**config.mk**
```make
export PLATFORM = sky130hd
export DESIGN_NAME = fsm_trace_logger
export DESIGN_NICKNAME = d
export VERILOG_FILES = /design/src/rtl/fsm_trace_pkg.sv /design/src/rtl/trace_dwell_tracker.sv /design/src/rtl/trace_fifo.sv /design/src/rtl/fsm_trace_logger.sv
export SDC_FILE = /design/constraint.sdc
export NUM_CORES = 1
export LEC_CHECK = 0
export BUFFER_PORTS_ARGS = -buffer_cell sky130_fd_sc_hd__buf_2
export CAP_MARGIN = 5
export CELL_PAD_IN_SITES_DETAIL_PLACEMENT = 1
export CELL_PAD_IN_SITES_GLOBAL_PLACEMENT = 1
export CORE_MARGIN = 3
export CORE_UTILIZATION = 47
export CTS_BUF_LIST = sky130_fd_sc_hd__clkbuf_16
export DETAILED_ROUTE_END_ITERATION = 12
export GPL_TIMING_DRIVEN = 0
export PLACE_DENSITY = 0.81
export SYNTH_ARGS = -nofsm -noshare
export SYNTH_HDL_FRONTEND = slang
export SYNTH_HIERARCHICAL = 1
export SYNTH_SLANG_ARGS = --single-unit
```
**constraint.sdc**
```tcl
create_clock -name clk_i -period 2.8 [get_ports clk_i]
set_input_delay 0.28 -clock clk_i [delete_from_list [all_inputs] [get_ports clk_i]]
set_output_delay 0.28 -clock clk_i [all_outputs]
set_load 0.1 [all_outputs]
```
**src/rtl/fsm_trace_pkg.sv**
```systemverilog
package fsm_trace_pkg;
  localparam int unsigned DEF_STATE_W = 4;
  localparam int unsigned DEF_CNT_W   = 8;
  localparam int unsigned DEF_DEPTH   = 8;
endpackage

```
**src/rtl/trace_dwell_tracker.sv**
```systemverilog
module trace_dwell_tracker #(
  parameter int unsigned STATE_W = 4,
  parameter int unsigned CNT_W   = 8
) (
  input  logic                     clk_i,
  input  logic                     rst_ni,
  input  logic [STATE_W-1:0]       state_i,
  output logic                     push_o,
  output logic [STATE_W+CNT_W-1:0] entry_o
);
  localparam logic [CNT_W-1:0] CNT_MAX = '1;
  localparam logic [CNT_W-1:0] CNT_ONE = CNT_W'(1);

  logic               armed_q;
  logic [STATE_W-1:0] prev_q;
  logic [CNT_W-1:0]   dwell_q;

  assign push_o  = armed_q && (state_i != prev_q);
  assign entry_o = {prev_q, dwell_q};

  always_ff @(posedge clk_i or negedge rst_ni) begin
    if (!rst_ni) begin
      armed_q <= 1'b0;
      prev_q  <= '0;
      dwell_q <= '0;
    end else if (!armed_q || push_o) begin
      // first sample after reset or a new state: count starts at this edge
      armed_q <= 1'b1;
      prev_q  <= state_i;
      dwell_q <= CNT_ONE;
    end else if (dwell_q != CNT_MAX) begin
      dwell_q <= dwell_q + CNT_ONE;
    end
  end

  a_r5_restart: assert property (@(posedge clk_i) disable iff (!rst_ni)
    push_o |=> dwell_q == CNT_ONE);
  a_r5_saturate: assert property (@(posedge clk_i) disable iff (!rst_ni)
    (armed_q && !push_o && dwell_q == CNT_MAX) |=> dwell_q == CNT_MAX);
  a_r1_hold_state: assert property (@(posedge clk_i) disable iff (!rst_ni)
    (armed_q && !push_o) |=> $stable(prev_q));
endmodule

```
**src/rtl/trace_fifo.sv**
```systemverilog
module trace_fifo #(
  parameter int unsigned WIDTH = 12,
  parameter int unsigned DEPTH = 8,
  localparam int unsigned AW   = (DEPTH > 1) ? $clog2(DEPTH) : 1,
  localparam int unsigned CW   = $clog2(DEPTH + 1)
) (
  input  logic             clk_i,
  input  logic             rst_ni,
  input  logic             wr_i,
  input  logic [WIDTH-1:0] wr_data_i,
  input  logic             rd_i,
  output logic [WIDTH-1:0] rd_data_o,
  output logic             empty_o,
  output logic             full_o,
  output logic [CW-1:0]    count_o
);
  localparam logic [AW-1:0] LAST = AW'(DEPTH - 1);
  localparam logic [CW-1:0] FULL = CW'(DEPTH);

  logic [WIDTH-1:0] mem_q [DEPTH];
  logic [AW-1:0]    wptr_q, rptr_q;
  logic [CW-1:0]    count_q;
  logic [WIDTH-1:0] rdat_q;
  logic             do_wr, do_rd;

  assign empty_o   = (count_q == '0);
  assign full_o    = (count_q == FULL);
  assign count_o   = count_q;
  assign rd_data_o = rdat_q;
  assign do_wr     = wr_i && !full_o;
  assign do_rd     = rd_i && !empty_o;

  always_ff @(posedge clk_i) begin
    if (do_wr) mem_q[wptr_q] <= wr_data_i;
  end

  always_ff @(posedge clk_i or negedge rst_ni) begin
    if (!rst_ni) begin
      wptr_q  <= '0;
      rptr_q  <= '0;
      count_q <= '0;
      rdat_q  <= '0;
    end else begin
      if (do_wr) wptr_q <= (wptr_q == LAST) ? '0 : wptr_q + AW'(1);
      if (do_rd) begin
        rdat_q <= mem_q[rptr_q];
        rptr_q <= (rptr_q == LAST) ? '0 : rptr_q + AW'(1);
      end
      case ({do_wr, do_rd})
        2'b10:   count_q <= count_q + CW'(1);
        2'b01:   count_q <= count_q - CW'(1);
        default: count_q <= count_q;
      endcase
    end
  end

  a_r8_bound: assert property (@(posedge clk_i) disable iff (!rst_ni)
    count_q <= FULL);
  a_r9_empty_read: assert property (@(posedge clk_i) disable iff (!rst_ni)
    (rd_i && empty_o) |=> ($stable(rd_data_o) && $stable(count_o)));
  a_r6_full_drop: assert property (@(posedge clk_i) disable iff (!rst_ni)
    (full_o && !rd_i) |=> full_o);
  a_r7_push_pop: assert property (@(posedge clk_i) disable iff (!rst_ni)
    (wr_i && rd_i && !empty_o && !full_o) |=> $stable(count_o));
  a_r8_flags: assert property (@(posedge clk_i) disable iff (!rst_ni)
    !(empty_o && full_o));
endmodule

```
**src/rtl/fsm_trace_logger.sv**
```systemverilog
module fsm_trace_logger
  import fsm_trace_pkg::*;
#(
  parameter int unsigned STATE_W = DEF_STATE_W,
  parameter int unsigned CNT_W   = DEF_CNT_W,
  parameter int unsigned DEPTH   = DEF_DEPTH,
  localparam int unsigned EW     = STATE_W + CNT_W,
  localparam int unsigned CW     = $clog2(DEPTH + 1)
) (
  input  logic               clk_i,
  input  logic               rst_ni,
  input  logic [STATE_W-1:0] state_i,
  input  logic               rd_i,
  output logic [EW-1:0]      rd_data_o,
  output logic               empty_o,
  output logic               full_o,
  output logic [CW-1:0]      count_o,
  output logic               overflow_o
);
  logic          push;
  logic [EW-1:0] entry;
  logic          ovf_q;

  trace_dwell_tracker #(.STATE_W(STATE_W), .CNT_W(CNT_W)) u_track (
    .clk_i   (clk_i),
    .rst_ni  (rst_ni),
    .state_i (state_i),
    .push_o  (push),
    .entry_o (entry)
  );

  trace_fifo #(.WIDTH(EW), .DEPTH(DEPTH)) u_fifo (
    .clk_i     (clk_i),
    .rst_ni    (rst_ni),
    .wr_i      (push),
    .wr_data_i (entry),
    .rd_i      (rd_i),
    .rd_data_o (rd_data_o),
    .empty_o   (empty_o),
    .full_o    (full_o),
    .count_o   (count_o)
  );

  // a dropped transition is remembered until reset
  always_ff @(posedge clk_i or negedge rst_ni) begin
    if (!rst_ni)              ovf_q <= 1'b0;
    else if (push && full_o)  ovf_q <= 1'b1;
  end
  assign overflow_o = ovf_q;

  a_r6_sticky: assert property (@(posedge clk_i) disable iff (!rst_ni)
    overflow_o |=> overflow_o);
  a_r6_set: assert property (@(posedge clk_i) disable iff (!rst_ni)
    (push && full_o) |=> overflow_o);
  a_r1_no_spurious: assert property (@(posedge clk_i) disable iff (!rst_ni)
    (!push && !rd_i) |=> $stable(count_o));
endmodule

```
# Yosys cells after proc, flatten, opt, wreduce, memory -nomap -nowiden
# Memories as Yosys holds them, arrays and structs flattened. A register that Yosys moved wholly into a read port is not among the register bits.
# Index checks and enable logic that the tools add are counted.
# word_totals
reg_bits	24
memories	1
ramBits	96
in_bits	7
word_cells	39
# op_classes
addsub	5
eq_ne	7
reduce_logical	12
muxes	7
# memory_table
memory	words	word_bits	read_ports	rd_clocked_by_memory_dff	write_ports	line	rtl
u_fifo.mem_q	8	12	1	1	1	trace_fifo.sv:20	logic [WIDTH-1:0] mem_q [DEPTH];
# ops
operator	n
$mux W8	2
$add A8 B1 Y8 const B	1
$ne A8 B8 Y1 const B	1
$pmux W4 S2	1
$add A3 B1 Y3 const B	2
$eq A3 B3 Y1 const B	2
$mux W3	2
$add A4 B1 Y4 const B	1
$eq A4 B4 Y1 const B	1
$logic_and A1 B1 Y1	4
$logic_not A1 Y1	4
$logic_not A4 Y1	1
$ne A4 B4 Y1	1
$reduce_bool A2 Y1	2
$sub A4 B1 Y4 const B	1
$eq A2 B1 Y1 const B	1
$eq A2 B2 Y1 const B	1
$mux W1	2
$logic_or A1 B1 Y1	1

# Logic depth before layout (Yosys ltp)
# depth
ltp_word	5
mapped_depth	11

# Hierarchy
# Netlist, hierarchy kept.
# modules_own_cells
mod	cells_per_inst	seq_area_each_um2	instances	area_each_um2
trace_fifo	288	3433.3	1	4799.6
trace_dwell_tracker	59	325.3	1	620.6
fsm_trace_logger	2	25.0	1	32.5

# Worst setup path after synthesis
# OpenSTA, ideal clock, no wires.
# synth_timing
path_kind	reg-to-reg
startpoint	register u_fifo.count_q[1] (netlist: u_fifo/count_o[1])
endpoint	register u_fifo.count_q[3] (netlist: u_fifo/count_o[3])
required_ns	2.674
arrival_ns	4.565
period_less_slack_ns	4.692
path_buffers	1
setup_slack_ns	-1.892
path_stages_with_launch	11
path_cell_list	dfrtp_1 > nor4_2 > nand2b_1 > buf_2 > inv_1 > ha_1 > ha_1 > a21o_1 > a2111oi_2 > a31oi_1 > a311o_1
# synth_between
elab_chain_cells	5
word_cells_on_any_way	12
classes_between	add/sub: 2; eq/ne: 3; mux: 1; reduce/logical: 6
# synth_rtl
element	line	rtl
from (decl)	trace_fifo.sv:22	logic [CW-1:0] count_q;
from (signal assigned)	trace_fifo.sv:50	2'b10: count_q <= count_q + CW'(1);
from (signal assigned)	trace_fifo.sv:51	2'b01: count_q <= count_q - CW'(1);
from (signal assigned)	trace_fifo.sv:52	default: count_q <= count_q;
$logic_not A4 Y1 *	trace_fifo.sv:26	assign empty_o = (count_q == '0);
named net empty_o	fsm_trace_logger.sv:15	output logic empty_o,
$logic_not A1 Y1 *	trace_fifo.sv:31	assign do_rd = rd_i && !empty_o;
$logic_and A1 B1 Y1 *	trace_fifo.sv:31	
named net u_fifo.do_rd	trace_fifo.sv:24	logic do_wr, do_rd;
$eq A2 B1 Y1 or $eq A2 B2 Y1 (tied branches)	trace_fifo.sv:49	case ({do_wr, do_rd})
$pmux W4 S2 or $reduce_bool A2 Y1 (tied branches)	--	
# Mark *: on every way through the listed nets, which the timed path passes. The rest lies on a longest branch.
# A chain may end at the register's enable or synchronous reset.

# Worst setup path after layout
# layout_timing
startpoint	register u_track.prev_q[3]
endpoint	register u_fifo.count_q[3] (netlist: u_fifo/count_o[3])
# layout_between
elab_chain_cells	5
word_cells_on_any_way	7
classes_between	eq/ne: 3; mux: 1; reduce/logical: 3
# layout_rtl
element	line	rtl
from (decl)	trace_dwell_tracker.sv:15	logic [STATE_W-1:0] prev_q;
from (signal assigned)	trace_dwell_tracker.sv:29	prev_q <= state_i;
$ne A4 B4 Y1 *	trace_dwell_tracker.sv:18	assign push_o = armed_q && (state_i != prev_q);
$logic_and A1 B1 Y1 *	trace_dwell_tracker.sv:18	
named net push	fsm_trace_logger.sv:20	logic push;
$logic_and A1 B1 Y1 *	trace_fifo.sv:30	assign do_wr = wr_i && !full_o;
$eq A2 B1 Y1 or $eq A2 B2 Y1 (tied branches)	trace_fifo.sv:49	
$pmux W4 S2 or $reduce_bool A2 Y1 (tied branches)	--	
# Marks and branches as above.

==> flow_metrics.tcl <==
set metrics [dict create \
    antenna_cells 0 \
    rows 38 \
    synth_edf_count 96 \
    yosysUniqueCellTypes 47 \
    yosys_warnings 6 \
    setup-violations-final 0 \
    cts-root-buf "clkbuf_16" \
    worstPathRequired_ns 3.09 \
    met1_usage_pct 26.5 \
    drc 0 \
    end_kind "flip-flop" \
    syn-num-nets 365 \
    fin_tns_setup_ns 0 \
    top_usage_layer "met2" \
    arrival_ns 3.05 \
    final_util_pct 60.1 \
    io_buffers 25 \
    reg2reg_depth 11 \
    dpl_worst_slack_ns -0.617 \
    core_sq_um 11100 \
    drt-initial-drc-count 221 \
    cp_max_fo 3 \
    synth.cell_area_sq_um 5450 \
    clock_sinks 132 \
    ff2ff_setup_slack_ns 0.04 \
    wl_mm 13.2 \
    clk_latency_ns 0.42 \
    nets 423 \
    ys_async_sr_fraction_pct 27.3 \
    start_util_pct 49.2 \
    drv_cap 0 \
    clockBufferDepth 2 \
    area_growth_pct 22.0 \
    hold_path.class "in2reg" \
    path_clk_slew_ns 0.06 \
    syn_inst 349 \
    drive_gt1_share_pct 27.9 \
    synth_ff_type "edfxtp_1" \
    power_density_nw_per_um2 1210 \
    place.gp.congestion 0.723 \
    leakagePower_nw 2.48 \
    fp.dieH_um 114 \
    timing.final.crit_share_pct 98.6 \
    holdPathStages 2 \
    grt_pass1_wl_mm 20.7 \
    wl_per_cell_um 23.6 \
    crit_slowest_cell "dfrtp_2" \
    grt_max_degree 37 \
    fmax_ghz 0.362 \
    finalHoldViolCount 0 \
    yosysSeqAreaShare_pct 69.4 \
    min_period_ns 2.76 \
    fillCellCount 1032 \
    vias 3266 \
    htree_num_levels 4 \
    antenna_left 0 \
    crit_chain "xnor2_2 -> nand4_1 -> and2_4 -> a21bo_1 -> buf_6 -> ha_4 -> ha_4 -> a21o_4 -> a2111oi_4 -> a31oi_2 -> a311o_1" \
    boundaryPins 26 \
    ir_worst_vdd_mv 0.773 \
    critPathKind "reg2reg" \
    postSynthAreaPerCell_sq_um 15.6 \
    final_area_sq_um 6650 \
    hold_ws_ns 0.0781 \
    drtPass1Iterations 4 \
    critPathMostFrequentCell "ha_4" \
    start_kind "flip-flop" \
    status "finished, final reports clean" \
    grt_antenna_before_repair 0 \
    slew_viol_final 0 \
    grt_pass1_vias 3537 \
    cp_slowest_stage_delay_ns 0.42 \
    cts_tree "done" \
    die_area_sq_um 12900 \
    use_met2_pct 39.5 \
    die_w_um 114 \
    ys_ff_latch 132 \
    place_hpwl_mm 8.22 \
    fin_skew_ns 0.0150 \
    track_usage_pct 21.9 \
    grt_remaining_overflow 0 \
    grt_use_met3_pct 5.15 \
    dpl_cell_area_sq_um 5900 \
    viasPerCell 5.83 \
    relSlewSlack_pct 14.7 \
    numCtsBuffers 17 \
    setup_ws_ns 0.0388 \
    tightest_slew_ns 1.27 \
]
-- per-layer routing --
metal	wire (um)	vias up
met5	0	-
met4	155	0
met3	544	10
met2	7090	74
met1	5420	1718
li1	-	1464
-- per-stage QoR --
step	power (W)	cells
after CTS	0.00808	559
after global placement	0.00549	514
final	0.00805	560
after detailed placement	0.00569	517
after global routing	0.00838	560
after floorplan	0.00499	349
-- cells in the final DEF (no fill, tap or decap), types with 5 or more instances in the layout --
cell type,n
clkbuf_1,7
clkbuf_16,20
dfrtp_1,28
buf_4,11
dfrtp_2,6
buf_2,28
inv_1,9
a221o_1,12
ha_1,5
o22ai_1,12
mux2_2,12
buf_6,9
nand2b_1,5
o21ai_0,5
nor2_1,5
mux2i_1,25
mux2_1,14
edfxtp_1,96
nand2_1,21
o21ai_1,13
-- where the power goes --
part | total [W] | switching, W | leakage (nW) | internal (W)
sequential | 0.00274 | 0.000271 | 1.32 | 0.00247
clock | 0.00225 | 0.000801 | 0.310 | 0.00145
combinational | 0.00306 | 0.00211 | 0.851 | 0.000949
total | 0.00805 | 0.00318 | 2.48 | 0.00487
-- sequential cells by signal, summed over array words and instances (netlist names) --
| name | count |
|---|---|
| u_track/dwell_q | 8 |
| u_fifo/count_o | 4 |
| u_fifo/rd_data_o | 12 |
| u_fifo/rptr_q | 3 |
| u_track/prev_q | 4 |
| overflow_o | 1 |
| u_fifo/mem_q | 96 |
| u_track/armed_q | 1 |
| u_fifo/wptr_q | 3 |
-- cell usage after synthesis (2+ instances only) --
cell type	number	area, sq um
buf_6	4	45.0
a221o_1	12	120
or3_1	2	12.5
a311oi_1	2	17.5
mux2i_1	25	250
nor3_1	8	40.0
ha_1	8	100
nor4b_1	4	35.0
mux2_2	12	135
edfxtp_1	96	2880
xnor2_1	6	52.6
nand3b_1	2	15.0
buf_12	2	40.0
nand4_1	3	18.8
nand2_1	21	78.8
dfrtp_1	36	901
a31oi_1	2	12.5
nor4_1	3	18.8
o21ai_0	5	25.0
nand2b_1	6	37.5
nor2_1	5	18.8
o21ai_1	13	65.1
nand3_1	3	15.0
o22ai_1	12	75.1
inv_1	6	22.5
a211oi_1	2	15.0
and2_1	2	12.5
buf_2	5	25.0
clkbuf_1	8	30.0
mux2_1	14	158
a21o_1	4	30.0
-- worst max-delay path: cells and delay by family, from the launching register on --
kind	cells	cell delay [ns]
simple gates	2	0.45
buf+inv	1	0.10
fa+ha+maj	2	0.34
compound gates	5	1.15
xor+xnor	1	0.16
flops	1	0.42
-- final timing paths --
path                                           end         startpoint
min in group asynchronous       u_track/dwell_q[3]             rst_ni
worst min register to register          overflow_o         overflow_o
worst min-delay path             u_track/prev_q[1]         state_i[1]
max in group asynchronous        u_fifo/count_o[2]             rst_ni
worst max register to register   u_fifo/count_o[3]  u_track/prev_q[3]
worst max-delay path             u_fifo/count_o[3]  u_track/prev_q[3]
-- final cells by class --
cell class / count / area [sq um] / share of cell area, %
flip-flops and latches: 132 / 3800 / 57.1
multi-input cells: 191 / 1630 / 24.5
clock buffers: 20 / 500 / 7.52
repair buffers: 39 / 244 / 3.67
well taps: 140 / 175 / 2.63
plain buffers: 20 / 170 / 2.56
clock inverters: 12 / 109 / 1.64
inverters: 6 / 25.0 / 0.376
-- kinds of logic (layout without fill, tap and decap cells) --
group | Yosys count | count (layout) | share of synthesized area (%)
fa+ha+maj | 9 | 9 | 2.20
other cells | 1 | 1 | 0.0688
mux | 51 | 51 | 9.96
flops | 132 | 132 | 69.4
simple gates | 63 | 63 | 6.20
xor+xnor | 7 | 7 | 1.12
buf+inv | 26 | 97 | 3.12
compound gates | 60 | 60 | 7.94
-- repair_timing --
action                     CTS  global route
setup buffers                9             1
resized for setup           12             0
hold endpoints to repair    36             0
pin swaps                    5             3
setup endpoints to repair   51             1
hold buffers                 1             0
Power figures use the tool's default switching activity.
